**src/rtl/rcc_pkg.sv**
```systemverilog
package rcc_pkg;
    typedef enum logic [1:0] {
        ST_IDLE  = 2'd0,
        ST_RANGE = 2'd1,
        ST_MEAS  = 2'd2
    } rcc_state_e;
endpackage

```
**src/rtl/rcc_sync_edge.sv**
```systemverilog
// Brings an asynchronous level into the clock domain and flags its rising edges.
module rcc_sync_edge #(
    parameter int STAGES = 2
) (
    input  logic clk,
    input  logic rst_n,
    input  logic async_in,
    output logic rise
);
    logic [STAGES:0] sr_q, sr_d;

    always_comb begin
        sr_d = {sr_q[STAGES-1:0], async_in};
    end

    always_ff @(posedge clk or negedge rst_n) begin
        if (!rst_n) sr_q <= '0;
        else        sr_q <= sr_d;
    end

    assign rise = sr_q[STAGES-1] & ~sr_q[STAGES];
endmodule

```
**src/rtl/rcc_prescaler.sv**
```systemverilog
// Counts synchronized edges and emits a gate pulse on every 2^shift-th edge.
module rcc_prescaler #(
    parameter int MAX_SHIFT = 16,
    parameter int SH_W      = 5
) (
    input  logic            clk,
    input  logic            rst_n,
    input  logic            run,
    input  logic            rise,
    input  logic [SH_W-1:0] shift,
    output logic            gate
);
    logic [MAX_SHIFT-1:0] cnt_q, cnt_d, term;

    always_comb begin
        term = ~({MAX_SHIFT{1'b1}} << shift);
        gate = run && rise && (cnt_q == term);
        cnt_d = cnt_q;
        if (!run)       cnt_d = '0;
        else if (gate)  cnt_d = '0;
        else if (rise)  cnt_d = cnt_q + 1'b1;
    end

    always_ff @(posedge clk or negedge rst_n) begin
        if (!rst_n) cnt_q <= '0;
        else        cnt_q <= cnt_d;
    end
endmodule

```
**src/rtl/rcc_timebase.sv**
```systemverilog
// Reference timer with capture on gate; span is the tick count of the closing gate.
module rcc_timebase #(
    parameter int CNT_W = 32
) (
    input  logic             clk,
    input  logic             rst_n,
    input  logic             clr_mode,
    input  logic             gate,
    output logic [CNT_W-1:0] span
);
    typedef struct packed {
        logic [CNT_W-1:0] timer;
        logic [CNT_W-1:0] mark;
    } tb_regs_t;

    tb_regs_t q, d;

    always_comb begin
        d = q;
        // Modulo subtraction: wrap between captures cancels out.
        span = clr_mode ? q.timer : (q.timer - q.mark);
        if (gate && clr_mode) d.timer = CNT_W'(1);
        else                  d.timer = q.timer + 1'b1;
        if (gate) d.mark = q.timer;
    end

    always_ff @(posedge clk or negedge rst_n) begin
        if (!rst_n) q <= '0;
        else        q <= d;
    end
endmodule

```
**src/rtl/recip_freq_counter.sv**
```systemverilog
module recip_freq_counter
    import rcc_pkg::*;
#(
    parameter int CNT_W     = 32,
    parameter int MAX_SHIFT = 16,
    parameter int SYNC_STG  = 2,
    localparam int SH_W     = $clog2(MAX_SHIFT + 1)
) (
    input  logic             clk,
    input  logic             rst_n,
    input  logic             sig_in,
    input  logic             en,
    input  logic             auto_mode,
    input  logic [SH_W-1:0]  div_sel,
    input  logic             clr_mode,
    input  logic [CNT_W-1:0] min_ticks,
    input  logic             res_ack,
    output logic             res_valid,
    output logic [CNT_W-1:0] res_cycles,
    output logic [CNT_W-1:0] res_ticks,
    output logic             overrun
);
    localparam logic [SH_W-1:0] SH_MAX = SH_W'(MAX_SHIFT);

    typedef struct packed {
        rcc_state_e       st;
        logic [SH_W-1:0]  shift;
        logic             clr_m;
        logic             armed;
        logic             valid;
        logic [CNT_W-1:0] cycles;
        logic [CNT_W-1:0] ticks;
        logic             pending;
        logic             ovr;
    } ctl_regs_t;

    ctl_regs_t q, d;

    logic             rise;
    logic             gate;
    logic [CNT_W-1:0] span;

    rcc_sync_edge #(.STAGES(SYNC_STG)) u_sync (
        .clk      (clk),
        .rst_n    (rst_n),
        .async_in (sig_in),
        .rise     (rise)
    );

    rcc_prescaler #(.MAX_SHIFT(MAX_SHIFT), .SH_W(SH_W)) u_div (
        .clk   (clk),
        .rst_n (rst_n),
        .run   (q.st != ST_IDLE),
        .rise  (rise),
        .shift (q.shift),
        .gate  (gate)
    );

    rcc_timebase #(.CNT_W(CNT_W)) u_tmr (
        .clk      (clk),
        .rst_n    (rst_n),
        .clr_mode (q.clr_m),
        .gate     (gate),
        .span     (span)
    );

    always_comb begin
        d = q;
        d.valid = 1'b0;
        if (res_ack) begin
            d.pending = 1'b0;
            d.ovr     = 1'b0;
        end
        unique case (q.st)
            ST_IDLE: begin
                d.armed = 1'b0;
                if (en) begin
                    d.clr_m = clr_mode;
                    if (auto_mode) begin
                        d.st    = ST_RANGE;
                        d.shift = '0;
                    end else begin
                        d.st    = ST_MEAS;
                        d.shift = (div_sel > SH_MAX) ? SH_MAX : div_sel;
                    end
                end
            end
            ST_RANGE: begin
                if (!en) begin
                    d.st = ST_IDLE;
                end else if (gate) begin
                    if (!q.armed) begin
                        d.armed = 1'b1;
                    end else if ((span <= min_ticks) && (q.shift < SH_MAX)) begin
                        d.shift = q.shift + 1'b1;
                    end else begin
                        // This edge opens the first reported gate.
                        d.st = ST_MEAS;
                    end
                end
            end
            ST_MEAS: begin
                if (!en) begin
                    d.st = ST_IDLE;
                end else if (gate) begin
                    d.armed = 1'b1;
                    if (q.armed) begin
                        d.valid   = 1'b1;
                        d.cycles  = CNT_W'(1) << q.shift;
                        d.ticks   = span;
                        d.pending = 1'b1;
                        if (q.pending && !res_ack) d.ovr = 1'b1;
                    end
                end
            end
            default: d.st = ST_IDLE;
        endcase
    end

    always_ff @(posedge clk or negedge rst_n) begin
        if (!rst_n) begin
            q    <= '0;
            q.st <= ST_IDLE;
        end else begin
            q <= d;
        end
    end

    assign res_valid  = q.valid;
    assign res_cycles = q.cycles;
    assign res_ticks  = q.ticks;
    assign overrun    = q.ovr;
endmodule

```
**config.mk**
```make
export PLATFORM = sky130hd
export DESIGN_NAME = recip_freq_counter
export DESIGN_NICKNAME = d
export VERILOG_FILES = /design/src/rtl/rcc_pkg.sv /design/src/rtl/rcc_sync_edge.sv /design/src/rtl/rcc_prescaler.sv /design/src/rtl/rcc_timebase.sv /design/src/rtl/recip_freq_counter.sv
export SDC_FILE = /design/constraint.sdc
export NUM_CORES = 1
export LEC_CHECK = 0
export BUFFER_PORTS_ARGS = -buffer_cell sky130_fd_sc_hd__buf_2
export CORE_ASPECT_RATIO = 0.8
export CORE_UTILIZATION = 45
export CTS_BUF_LIST = sky130_fd_sc_hd__clkbuf_8
export CTS_CLUSTER_DIAMETER = 80
export DETAILED_ROUTE_END_ITERATION = 16
export PLACE_DENSITY = 0.68
export SETUP_SLACK_MARGIN = 0.1
export SYNTH_ARGS = -nofsm -noshare
export SYNTH_HDL_FRONTEND = slang
export SYNTH_SLANG_ARGS = --single-unit
```
**constraint.sdc**
```tcl
create_clock -name clk -period 4.65 [get_ports clk]
set_clock_uncertainty 0.15 [all_clocks]
set_input_delay 1.1625 -clock clk [delete_from_list [all_inputs] [get_ports clk]]
set_output_delay 1.1625 -clock clk [all_outputs]
set_load 0.02 [all_outputs]
```
Word-level counts from Yosys, hierarchy flattened
Cells that the tools add are included.
{"block": "op_classes", "shifts": 2, "n_eq_ne": 15, "mux": 26, "add_sub_neg": 4, "bitwise": 3, "n_reduce_logical": 15, "n_lt_le_gt_ge": 3, "n_div": 0, "mul": 0}
{"cell": "68-bit two-way mux", "count": 2}
{"cell": "67-bit two-way mux", "count": 2}
{"cell": "32-bit two-way mux", "count": 2}
{"cell": "16-bit two-way mux", "count": 3}
{"cell": "32-bit by 1-bit adder with 32-bit output, second input constant", "count": 1}
{"cell": "32-bit <= comparator", "count": 1}
{"cell": "1-bit by 5-bit << shifter with 32-bit output, first input constant", "count": 1}
{"cell": "32-bit subtractor", "count": 1}
{"cell": "7-bit two-way mux", "count": 3}
{"cell": "16-bit by 1-bit adder with 16-bit output, second input constant", "count": 1}
{"cell": "16-bit equality test", "count": 1}
{"cell": "16-bit inverter", "count": 1}
{"cell": "16-bit by 5-bit << shifter with 16-bit output, first input constant", "count": 1}
{"cell": "5-bit two-way mux", "count": 3}
{"cell": "2-bit != test, second input constant", "count": 6}
{"cell": "5-bit one-hot mux with 2 select lines", "count": 1}
{"cell": "5-bit AND reduction", "count": 2}
{"cell": "2-bit two-way mux", "count": 4}
{"cell": "8-bit two-way mux", "count": 1}
{"cell": "3-bit by 2-bit != test with 1-bit output, second input constant", "count": 2}
{"cell": "3-bit != test, second input constant", "count": 2}
{"cell": "2-bit one-hot mux with 3 select lines", "count": 1}
{"cell": "6-bit AND reduction", "count": 1}
{"cell": "5-bit by 1-bit adder with 5-bit output, second input constant", "count": 1}
{"cell": "16 further kinds", "count": 24}
{"block": "totals", "word_cells": 81, "output_inout_bits": 66, "n_memories": 0, "ramBits": 0, "latchBits": 0, "inputBits": 44, "mem_bits_ro": 0, "regBits": 159}

Logic depth before layout (Yosys ltp)
Gate-level depths: netlist of the first run.
{"block": "logic_depth", "depth_word": 9, "ltp_mapped": 23}

Modules after synthesis
Synthesis of the first run repeated with hierarchy kept, for this count alone.
{"block": "unflattened", "cells_unflattened": 1249, "area_unflattened_um2": 10925.5}
{"mod": "rcc_timebase", "cells_each": 622, "seq_area_each_um2": 1601.5, "area_each_um2": 4966.0, "instances": 1}
{"mod": "recip_freq_counter", "cells_each": 460, "seq_area_each_um2": 1901.8, "area_each_um2": 4559.4, "instances": 1}
{"mod": "rcc_prescaler", "cells_each": 163, "seq_area_each_um2": 400.4, "area_each_um2": 1311.3, "instances": 1}
{"mod": "rcc_sync_edge", "cells_each": 4, "seq_area_each_um2": 75.1, "area_each_um2": 88.8, "instances": 1}

Least setup slack after synthesis of the first run
No wires, ideal clock.
{"block": "synth_path", "path_kind": "register to register", "from": "reg u_tmr.q[32] in the netlist's numbering", "to": "reg q[70] in the netlist's numbering", "synth_period_minus_slack_ns": 5.127, "slack_ns": -0.477, "arrival_time_ns": 4.839, "stages_incl_launch_ff": 24, "cell_sequence": "dfrtp_1 inv_1 ha_1 inv_1 fa_1 a211oi_1 o21bai_1 a211o_1 a32o_1 o21a_1 a31oi_1 xor2_1 nor2_1 or2_2 ha_1 nand4_1 or2_2 nor3_1 nand3_1 and2_1 a22oi_1 a31oi_1 a2111oi_0 a21oi_1"}
{"block": "synth_via", "elab_chain_len": 6}
{"element": "from (decl)", "line_no": "rcc_timebase.sv:16", "rtl": "tb_regs_t q, d;"}
{"element": "from (signal assigned)", "line_no": "rcc_timebase.sv:28", "rtl": "if (!rst_n) q <= '0;"}
{"element": "from (signal assigned)", "line_no": "rcc_timebase.sv:29", "rtl": "else q <= d;"}
{"element": "32-bit subtractor", "line_no": "rcc_timebase.sv:21", "rtl": "span = clr_mode ? q.timer : (q.timer - q.mark);"}
{"element": "32-bit two-way mux", "line_no": "rcc_timebase.sv:21"}
{"element": "named net span[26]", "line_no": "recip_freq_counter.sv:41", "rtl": "logic [CNT_W-1:0] span;"}
{"element": "32-bit <= comparator", "line_no": "recip_freq_counter.sv:94", "rtl": "end else if ((span <= min_ticks) && (q.shift < SH_MAX)) begin"}
{"element": "1-bit logical AND", "line_no": "recip_freq_counter.sv:94"}
{"element": "2-bit != test (no source line)"}
{"element": "6-bit AND reduction (no source line)"}
{"element": "to (decl)", "line_no": "recip_freq_counter.sv:37", "rtl": "ctl_regs_t q, d;"}
The timed path passes the listed nets, and every way through them passes these cells.
A chain may end at the register's enable or synchronous reset.

Worst setup path in the final report of the first run
{"block": "layout_path", "from": "reg u_tmr.q[32] in the netlist's numbering", "to": "reg q[73] in the netlist's numbering"}
Same word-level chain as after synthesis.

==> results.md, run 1 <==
* Status: complete, but fails checks
* Failing checks: setup timing
* Remaining antenna violation count at 0
* First-pass GRT wire length at between 40000 and 50000 microns
* # fillers at 2072
* Vias in the first global route at approximately 8400
* Ratio of cells with drive above 1 in the final layout at 22.9%
* FP Rows at between 40 and 50
* CTS clock-pin slew for the worst setup and hold paths at approximately 0.09 ns
* Post-route DRC at 0
* Fmax at around 190 MHz
* PwrDens at between 300 and 400 mW/mm^2
* Inst Count DP at between 1500 and 2000
* Clock Latency Late Sink at between 0.4 and 0.5 ns
* Port Buffers at between 100 and 150
* DP HPWL at 18300 microns
* Final cell count without fillers at between 1500 and 2000
* CP Capture Type: flip-flop
* Syn avg cell area at roughly 8.6 sq um
* FF+latch count, synth at 159
* Async SR Flop Fraction at 100%
* Reg area at ~0.004 sq mm
* DRT iter0 DRCs at between 500 and 600
* Layout area overhead at 15.7%
* Pre-antenna DRT Iters at 5
* Setup slack, reg-to-reg at -0.54 ns
* Detailed-route wire length per cell at between 15 and 20 microns
* Yosys cell types at 66
* Seq/Total Area, Yosys at 38.1%
* Die H at between 100 and 150 microns
* Tot GR Track Use at 22.0%
* Syn Std Cell Area at 0.0105 sq mm
* Final WL at around 25000 microns
* Hold buffer count at cts at 0
* Fin util at between 50% and 60%
* WP data required at just under 5 ns
* Synth warn at 0
* DR vias/cell at between 5 and 6
* CP arrival at approximately 5.4 ns
* Prevailing post-synth register cell: dfrtp_1
* Starting density of the core at a little under half
* Clock sink count at ~160
* Crit path max fanout at 3
* Total Power at around 0.0047 W
* Root buf cell: clkbuf_8
* Fin. Hold Viols at 0
* Worst Tran Pin Value at around 0.94 ns
* Worst min path class: reg -> reg
* I/O Pins at 110
* TritonCTS Buffers at 17
* GP Congestion at 0.869
* Min cycle time layout at just over 5 ns
* Htree depth at 4
* Die area at about 0.024 sq mm
* Post-synth EDFFs at 0
* Pin count of the biggest net entering global routing at 75
* Post-synthesis cell count at around 1200
* Critical path launch point type: flip-flop
* VDD IR max at 0.220 mV
* Maximum root-to-sink buffer count at 2
* Worst hold slack at 0.204 ns
* Slew margin rel. at about 38%
* Worst setup path class: reg -> reg
* DR vias at ~8700
* RSZ-0062 raised after global routing: true
* Multi-input gate area at 0.00565 sq mm
* CTS tree: built
* Die W at about 170 microns
* Initial antenna violation count at 1
* Synthesized net count at approximately 1300
* Core area at 0.0226 sq mm
* Final worst slack at -0.536 ns
* Final worst path period share at 112%
* Nets at 1444
* Final setup TNS at -3.10 ns
* # setup viols final at 7
* Fin. max-slew vios at 0
* GRT Residual Overflow at 0
* P_leak at just over 6 nW
* Max cap viols at 0
==> flip-flops by register name (all words and copies together), names as in the netlist <==
register / flops
u_div.cnt_q: 16
q: 10
res_ticks: 32
res_valid: 1
u_sync.sr_q: 3
res_cycles: 32
u_tmr.q: 64
overrun: 1
==> cell usage in the layout, fill, tap and decap left out, drive strengths merged, types with 3 or more instances in the layout <==
cell / count
and4: 3
nor2: 81
o21bai: 5
nor3: 14
ha: 77
mux2: 34
nand3: 53
o21ai: 121
bufinv: 3
or3: 7
a21oi: 49
nand2b: 12
o21a: 6
a21boi: 3
nor2b: 12
nand2: 164
xor2: 37
o22ai: 3
o31ai: 6
dfrtp: 159
a211oi: 3
a2111oi: 3
or2: 7
inv: 92
and2: 6
xnor2: 29
nor4: 4
a22oi: 4
a31oi: 9
a21o: 27
clkbuf: 20
o211ai: 4
buf: 204
a211o: 6
nand4: 18
and3: 12
clkinvlp: 4
a22o: 4
==> synthesized netlist by cell type, drive strengths merged, types with 2 or more instances <==
| library cell | instances | share of area (%) |
|---|---|---|
| a22oi | 4 | 0.29 |
| nor3 | 14 | 0.72 |
| a211oi | 3 | 0.22 |
| nand3 | 53 | 2.5 |
| dfrtp | 159 | 38 |
| nand2 | 164 | 5.9 |
| and2 | 6 | 0.36 |
| ha | 77 | 9.2 |
| or2 | 7 | 0.42 |
| a211o | 6 | 0.50 |
| or4 | 2 | 0.14 |
| nor3b | 2 | 0.14 |
| or3 | 7 | 0.42 |
| nand4 | 18 | 1.1 |
| and4bb | 2 | 0.24 |
| and3 | 12 | 0.72 |
| a21oi | 49 | 2.3 |
| mux2 | 34 | 3.7 |
| o211ai | 4 | 0.29 |
| nor4 | 4 | 0.24 |
| nand2b | 12 | 0.72 |
| o21a | 6 | 0.43 |
| o21bai | 5 | 0.36 |
| nor2b | 12 | 0.72 |
| o21ai | 121 | 5.8 |
| a21boi | 3 | 0.22 |
| a31o | 2 | 0.17 |
| nor2 | 81 | 2.9 |
| o22ai | 3 | 0.18 |
| inv | 89 | 3.2 |
| o31ai | 6 | 0.43 |
| o41ai | 2 | 0.17 |
| xnor2 | 29 | 2.4 |
| buf | 80 | 5.4 |
| a32o | 2 | 0.19 |
| o31a | 2 | 0.17 |
| clkbuf | 34 | 1.2 |
| a31oi | 9 | 0.54 |
| xor2 | 37 | 3.1 |
| a22o | 4 | 0.34 |
| and4 | 3 | 0.25 |
| a2111oi | 3 | 0.25 |
| a21o | 27 | 1.9 |
==> area by class of cell <==
cell class              instances  area share (%)
diodes                          1          0.0207
clock buffers                  20            2.28
clock inverters                12            1.29
inverters                      89            2.76
multi-input cells             851            46.7
flip-flops and latches        159            32.9
well taps                     306            3.17
repair buffers                204            10.9
==> through the flow <==
step / worst slack [ns] / cell area (sq um)
after floorplan: -0.232 / 10500
after global placement: -0.516 / 11400
after detailed placement: -0.763 / 11400
after CTS: -0.575 / 12000
after global routing: -0.833 / 12100
final: -0.536 / 12100
==> power by group <==
part	internal, W	switching [W]
clock network	0.000577	0.000562
registers	0.00143	0.000115
logic	0.000951	0.00109
==> per-layer routing <==
metal / up-vias / wire length [microns] / share of wire (%) / GRT usage (%)
li1: 4307 / - / - / -
met1: 4178 / 12500 / 49 / 32.7
met2: 207 / 11400 / 45 / 33.1
met3: 21 / 1220 / 4.8 / 3.52
met4: 0 / 332 / 1.3 / 5.40
met5: - / 0 / 0 / 0
==> worst paths after layout <==
| path | start | endpoint | depth (start not counted) |
|---|---|---|---|
| max | u_tmr.q[32] | q[73] | 24 |
| min | u_sync.sr_q[0] | u_sync.sr_q[1] | 0 |
| min in group asynchronous | rst_n | u_div.cnt_q[14] | 1 |
| max in group asynchronous | rst_n | res_ticks[24] | 2 |
| min reg2reg | u_sync.sr_q[0] | u_sync.sr_q[1] | 0 |
| max reg2reg | u_tmr.q[32] | q[73] | 24 |
==> cell families (layout without fill, tap and decap cells) <==
logic type               count (synthesis)  in the layout  share of synthesized area [%]
AO/OA/AOI/OAI                          270            270                           15.6
XOR/XNOR                                66             66                           5.53
adder cells (fa/ha/maj)                 78             78                           9.41
buffers and inverters                  203            325                           9.85
flip-flops                             159            159                           38.1
multiplexers                            35             35                           3.76
other                                    0              1                              0
AND/OR/NAND/NOR                        402            402                           17.8
==> worst max-delay path: stages (launching register included) <==
cell and delay [ns]:
dfrtp_1 0.40, inv_2 0.08, ha_4 0.13, inv_2 0.04, fa_2 0.34, a211oi_2 0.22
o21bai_1 0.10, a211o_1 0.31, a32o_2 0.31, buf_6 0.12, buf_4 0.12, or3_1 0.31
a21oi_1 0.19, xor2_1 0.16, o21ai_0 0.13, ha_1 0.31, nand4_1 0.18, or3_1 0.39
o211ai_1 0.11, a22oi_2 0.11, buf_6 0.14, buf_12 0.12, a31o_4 0.23, nand2_4 0.08
mux2_4 0.29
==> repair_timing <==
| action | in CTS | in global routing |
|---|---|---|
| gates cloned | 0 | 0 |
| setup buffers | 9 | 5 |
| endpoints found under the setup margin | 7 | 7 |
| pin swaps | 26 | 21 |
| resized for setup | 18 | 11 |
Power figures use the tool's default switching activity.
==> inputs of run 2 (changes only) <==
--- a/config.mk
+++ b/config.mk
@@ -7,11 +7,11 @@
 export LEC_CHECK = 0
 export BUFFER_PORTS_ARGS = -buffer_cell sky130_fd_sc_hd__buf_2
 export CORE_ASPECT_RATIO = 0.8
-export CORE_UTILIZATION = 45
+export CORE_UTILIZATION = 56
 export CTS_BUF_LIST = sky130_fd_sc_hd__clkbuf_8
 export CTS_CLUSTER_DIAMETER = 80
 export DETAILED_ROUTE_END_ITERATION = 16
-export PLACE_DENSITY = 0.68
+export PLACE_DENSITY = 0.81
 export SETUP_SLACK_MARGIN = 0.1
 export SYNTH_ARGS = -nofsm -noshare
 export SYNTH_HDL_FRONTEND = slang
==> results.md, run 2 (synthesis gave the netlist of run 1 again) <==
* Number of flip-flops under the largest register name at 64
* Core area at about 0.018 sq mm
* Maximum root-to-sink buffer count at 2
* Detailed-route wire length per cell at about 17 microns
* Min cycle time layout at ~5.3 ns
* CTS clock-pin slew for the worst setup and hold paths at 0.09 ns
* Fin. Hold Viols at 0
* TritonCTS Buffers at 17
* P_leak at 6.38 nW
* Clock Latency Late Sink at ~0.47 ns
* Slew margin rel. at 38.8%
* Largest reg by FF count: u_tmr.q
* Pin count of the biggest net entering global routing at 66
* FP Rows at 44
* Post-route DRC at 0
* Nets at between 1000 and 1500
* Clock sink count at 159
* Die W at between 150 and 200 microns
* Tot GR Track Use at 29.7%
* Fmax at around 190 MHz
* Total Power at around 0.005 W
* Pre-antenna DRT Iters at 6
* Htree depth at 4
* Final worst slack at -0.622 ns
* PwrDens at roughly 390 mW/mm^2
* CP Capture Type: flip-flop
* Remaining antenna violation count at 0
* Fin. max-slew vios at 0
* DRT iter0 DRCs at just under 800
* I/O Pins at 110
* # setup viols final at 8
* Inst Count DP at 1533
* Layout area overhead at 18.3%
* Final worst path period share at 113%
* Final WL at roughly 27000 microns
* GRT Residual Overflow at 0
* WP data required at 4.85 ns
* Failing checks: setup timing
* First-pass GRT wire length at roughly 45000 microns
* Fin util at 67.9%
* VDD IR max at just under 0.2 mV
* Commonest non-fill, non-tap cell in the layout: nand2_1
* Worst setup path class: reg -> reg
* Crit path max fanout at 4
* Critical path launch point type: flip-flop
* GP Congestion at between 0.8 and 0.9
* Max cap viols at 0
* Multi-input gate area at around 0.0057 sq mm
* DR vias/cell at roughly 5.7
* CP arrival at approximately 5.5 ns
* DP HPWL at around 18000 microns
* Root buf cell: clkbuf_8
* Status: complete, but fails checks
* Reg area at between 0.003 and 0.004 sq mm
* Initial antenna violation count at 0
* Vias in the first global route at just over 9000
* # fillers at roughly 1400
* CTS tree: built
* Die area at roughly 0.019 sq mm
* RSZ-0062 raised after global routing: true
* DR vias at between 9000 and 10000
* Worst min path class: reg -> reg
* # diodes at 0
* Worst hold slack at ~0.2 ns
* Starting density of the core at between 50 and 60%
* Worst Tran Pin Value at just over 0.9 ns
* Ratio of cells with drive above 1 in the final layout at approximately a quarter
* Most frequent cells in the layout: 162 x nand2_1, 158 x dfrtp_1, 116 x buf_4
* Die H at roughly 120 microns
* Final cell count without fillers at between 1500 and 2000
* Port Buffers at about 110
-- run 2: cell count changes in the layout (fill, tap and decap cells not counted), sizes merged --
cell and change:
clkinvlp -3, buf +34, bufinv +2, clkbuf -1, diode -1, inv +2
-- run 2: per-stage QoR --
stage / setup TNS (ns) / worst slack, ns / area, sq um
3_5_place_dp: -3.74 / -0.665 / 11300
5_1_grt: -5.57 / -0.788 / 12400
2_1_floorplan: -0.936 / -0.232 / 10500
6_report: -4.22 / -0.622 / 12400
4_1_cts: -3.74 / -0.523 / 12400
3_3_place_gp: -2.62 / -0.436 / 11300
-- run 2: final cells by class --
cell class                      count  share of cell area [%]
Multi-Input combinational cell    851                    45.9
Sequential cell                   159                    32.2
Clock buffer                       19                    2.11
Tap cell                          253                    2.56
Timing Repair Buffer              238                    12.8
Clock inverter                     13                    1.69
Inverter                           89                    2.70
-- run 2: path summary, 6_finish.rpt --
check	startpoint	endpoint	slack [ns]	cells after the start
setup / recovery	u_tmr.q[32]	q[73]	-0.62	23
hold / removal	u_sync.sr_q[0]	u_sync.sr_q[1]	0.20	0
setup reg to reg	u_tmr.q[32]	q[73]	-0.62	23
hold reg to reg	u_sync.sr_q[0]	u_sync.sr_q[1]	0.20	0
max in group asynchronous	rst_n	res_ticks[22]	2.93	2
min in group asynchronous	rst_n	u_div.cnt_q[5]	0.52	1
-- run 2: power breakdown --
part	total, W	internal [W]	switching, W
registers	0.00153	0.00143	0.0000952
clock network	0.00121	0.000671	0.000544
logic	0.00214	0.000958	0.00118
total	0.00488	0.00306	0.00182
-- run 2: routing by layer --
| layer | part of all wire (%) | routed length, microns | up-vias | global-route usage (%) |
|---|---|---|---|---|
| met4 | 3.2 | 862 | 0 | 12.1 |
| li1 | - | - | 4363 | - |
| met3 | 6.9 | 1880 | 67 | 6.08 |
| met1 | 44 | 11900 | 4405 | 39.7 |
| met2 | 46 | 12600 | 439 | 47.0 |
| met5 | 0 | 0 | - | 0 |
-- run 2: worst max-delay path: stages (launching register included) --
cell      delay (ns)
dfrtp_1         0.41
inv_2           0.09
ha_4            0.14
inv_2           0.04
fa_2            0.35
a211oi_2        0.24
o21bai_1        0.11
a211o_1         0.32
a32o_2          0.29
o21a_4          0.25
a31oi_4         0.21
xor2_1          0.17
nor2_1          0.07
or2_4           0.25
ha_4            0.27
nand4_1         0.18
or2_4           0.30
or3_1           0.31
o211ai_1        0.13
a22oi_2         0.14
buf_4           0.15
a31o_4          0.22
nand2_2         0.09
mux2_4          0.30
-- run 2: timing repair --
action,CTS,global route
resized for setup,31,13
endpoints found under the setup margin,7,9
pin swaps,27,19
hold buffers,0,0
cloned,0,0
buffers inserted,66,4
==> inputs of run 3 (changes only) <==
==> constraint.sdc (replaced) <==
create_clock -name clk -period 4.65 [get_ports clk]
set_clock_uncertainty 0.15 [all_clocks]
set_input_delay 0.465 -clock clk [delete_from_list [all_inputs] [get_ports clk]]
set_output_delay 0.465 -clock clk [all_outputs]
set_load 0.02 [all_outputs]
==> results.md, run 3 (synthesis gave the netlist of run 1 again) <==
* CP peak stage delay at 0.39 ns
* WP data required at between 4 and 5 ns
* Number of flip-flops under the largest register name at 64
* Final setup TNS at -3.55 ns
* Worst hold slack at ~0.014 ns
* Crit path max fanout at 3
* TritonCTS Buffers at 17
* Port Buffers at around 110
* I/O Pins at 110
* Metal3 WL at around 1600 microns
* CP Capture Type: flip-flop
* Largest reg by FF count: u_tmr.q
* RSZ-0062 raised after global routing: true
* Fin. Hold Viols at 0
* Post-route DRC at 0
* CTS clock-pin slew for the worst setup and hold paths at about 0.09 ns
* Sw Share at 37.5%
* Met2 WL at approximately 11000 microns
* Remaining antenna violation count at 0
* Pin count of the biggest net entering global routing at 92
* VDD IR max at 0.218 mV
* Most frequent cells in the layout: 162 x nand2_1, 158 x dfrtp_1, 108 x o21ai_0, 108 x buf_2, 90 x buf_4
* Clock Power Share at about a quarter
* Worst Tran Pin Value at 1.07 ns
* Final WL at around 26000 microns
* Cell mode on critical path: buf_6
* Nets at approximately 1500
* DRT iter0 DRCs at around 700
* DP HPWL at ~18000 microns
* DR vias at about 9000
* Critical path launch point type: flip-flop
* First-pass GRT wire length at 42100 microns
* GRT Residual Overflow at 0
* FP Rows at 44
* Fin. max-slew vios at 0
* Max cap viols at 0
* Final worst slack at -0.555 ns
* Power Internal at roughly 0.0030 W
* Status: complete, but fails checks
* Logic pwr share at between 40% and 50%
* Min cycle time layout at 5.20 ns
* Slew margin rel. at between 20% and 30%
* Net Switching at approximately 0.0018 W
* CTS tree: built
* Layout area overhead at 16.0%
* WL met1 at roughly 12000 microns
* Die W at approximately 150 microns
* Worst setup path class: reg -> reg
* GP Congestion at 0.931
* DR vias/cell at 5.66
* Fmax at slightly below 200 MHz
* P_leak at between 6 and 7 nW
* Vias in the first global route at about 8500
* Pre-antenna DRT Iters at 5
* Ratio of cells with drive above 1 in the final layout at a little under a quarter
* Dpl ws at -0.769 ns
* Die H at approximately 120 microns
* Maximum root-to-sink buffer count at 2
* Htree depth at 4
* Tot GR Track Use at between 20% and 30%
* PwrDens at 398 mW/mm^2
* Worst min path class: in -> reg
* Final worst path period share at 112%
* Flop pwr share at between 30% and 40%
* Top routing layer in use: met4
* Starting density of the core at between 50% and 60%
* # setup viols final at 7
* Root buf cell: clkbuf_8
* CP max stage cell: dfrtp_1
* Core area at between 0.015 and 0.02 sq mm
* Commonest non-fill, non-tap cell in the layout: nand2_1
* Failing checks: setup timing
* Initial antenna violation count at 1
* Clock Latency Late Sink at 0.47 ns
* Clock sink count at ~160
* Die area at 0.0192 sq mm
* Detailed-route wire length per cell at roughly 16 microns
* CP arrival at roughly 5.4 ns
-- run 3: path summary, 6_finish.rpt --
check,startpoint,depth (start not counted),slack [ns],end
setup / recovery,u_tmr.q[32],27,-0.55,q[71]
hold / removal,res_ack,2,0.01,overrun
setup reg to reg,u_tmr.q[32],27,-0.55,q[71]
hold reg to reg,u_sync.sr_q[0],0,0.20,u_sync.sr_q[1]
max in group asynchronous,rst_n,3,2.79,res_cycles[20]
min in group asynchronous,rst_n,2,0.46,u_div.cnt_q[3]
-- run 3: final cells by class --
| cell class | count | area [sq um] |
|---|---|---|
| clock inverters | 14 | 204 |
| diodes | 1 | 2.50 |
| flip-flops and latches | 159 | 3980 |
| multi-input cells | 851 | 5680 |
| clock buffers | 18 | 248 |
| repair buffers | 211 | 1370 |
| fillers | 1386 | 6090 |
| well taps | 253 | 317 |
| inverters | 89 | 334 |
-- run 3: power by group through the flow --
stage,Clock [W],Sequential (W),Combinational [W]
CTS,0.00119,0.00153,0.00200
detailed placement,0,0.00156,0.00183
global route,0.00125,0.00154,0.00230
global placement,0,0.00155,0.00179
floorplan,0,0.00151,0.00122
finish,0.00118,0.00154,0.00211
-- run 3: critical path: cells and delay by family, from the launching register on --
kind / cells / cell delay [ns]
XOR/XNOR: 1 / 0.20
buffers and inverters: 6 / 0.61
flip-flops: 1 / 0.39
adder cells (fa/ha/maj): 3 / 0.79
AND/OR/NAND/NOR: 5 / 0.83
AO/OA/AOI/OAI: 12 / 2.13
-- run 3: routing by layer --
metal / global-route usage [%] / vias up
li1: - / 4323
met1: 39.8 / 4357
met2: 40.6 / 320
met3: 4.78 / 41
met4: 9.96 / 0
met5: 0 / -
-- run 3: per-stage QoR --
stage	area (sq um)	power [W]	cells	util, %
3_3_place_gp	11300	0.00334	1542	62.1
3_5_place_dp	11300	0.00339	1542	62.1
6_report	12100	0.00483	1596	66.6
4_1_cts	12000	0.00472	1593	66.0
5_1_grt	12100	0.00510	1596	66.6
2_1_floorplan	10500	0.00273	1213	-
-- run 3: repair_timing --
item | CTS | global route
setup buffers | 17 | 2
pin swaps | 27 | 10
resized for setup | 23 | 17
setup endpoints to repair | 7 | 7
endpoints found under the hold margin | 90 | 0
hold buffers | 2 | 0
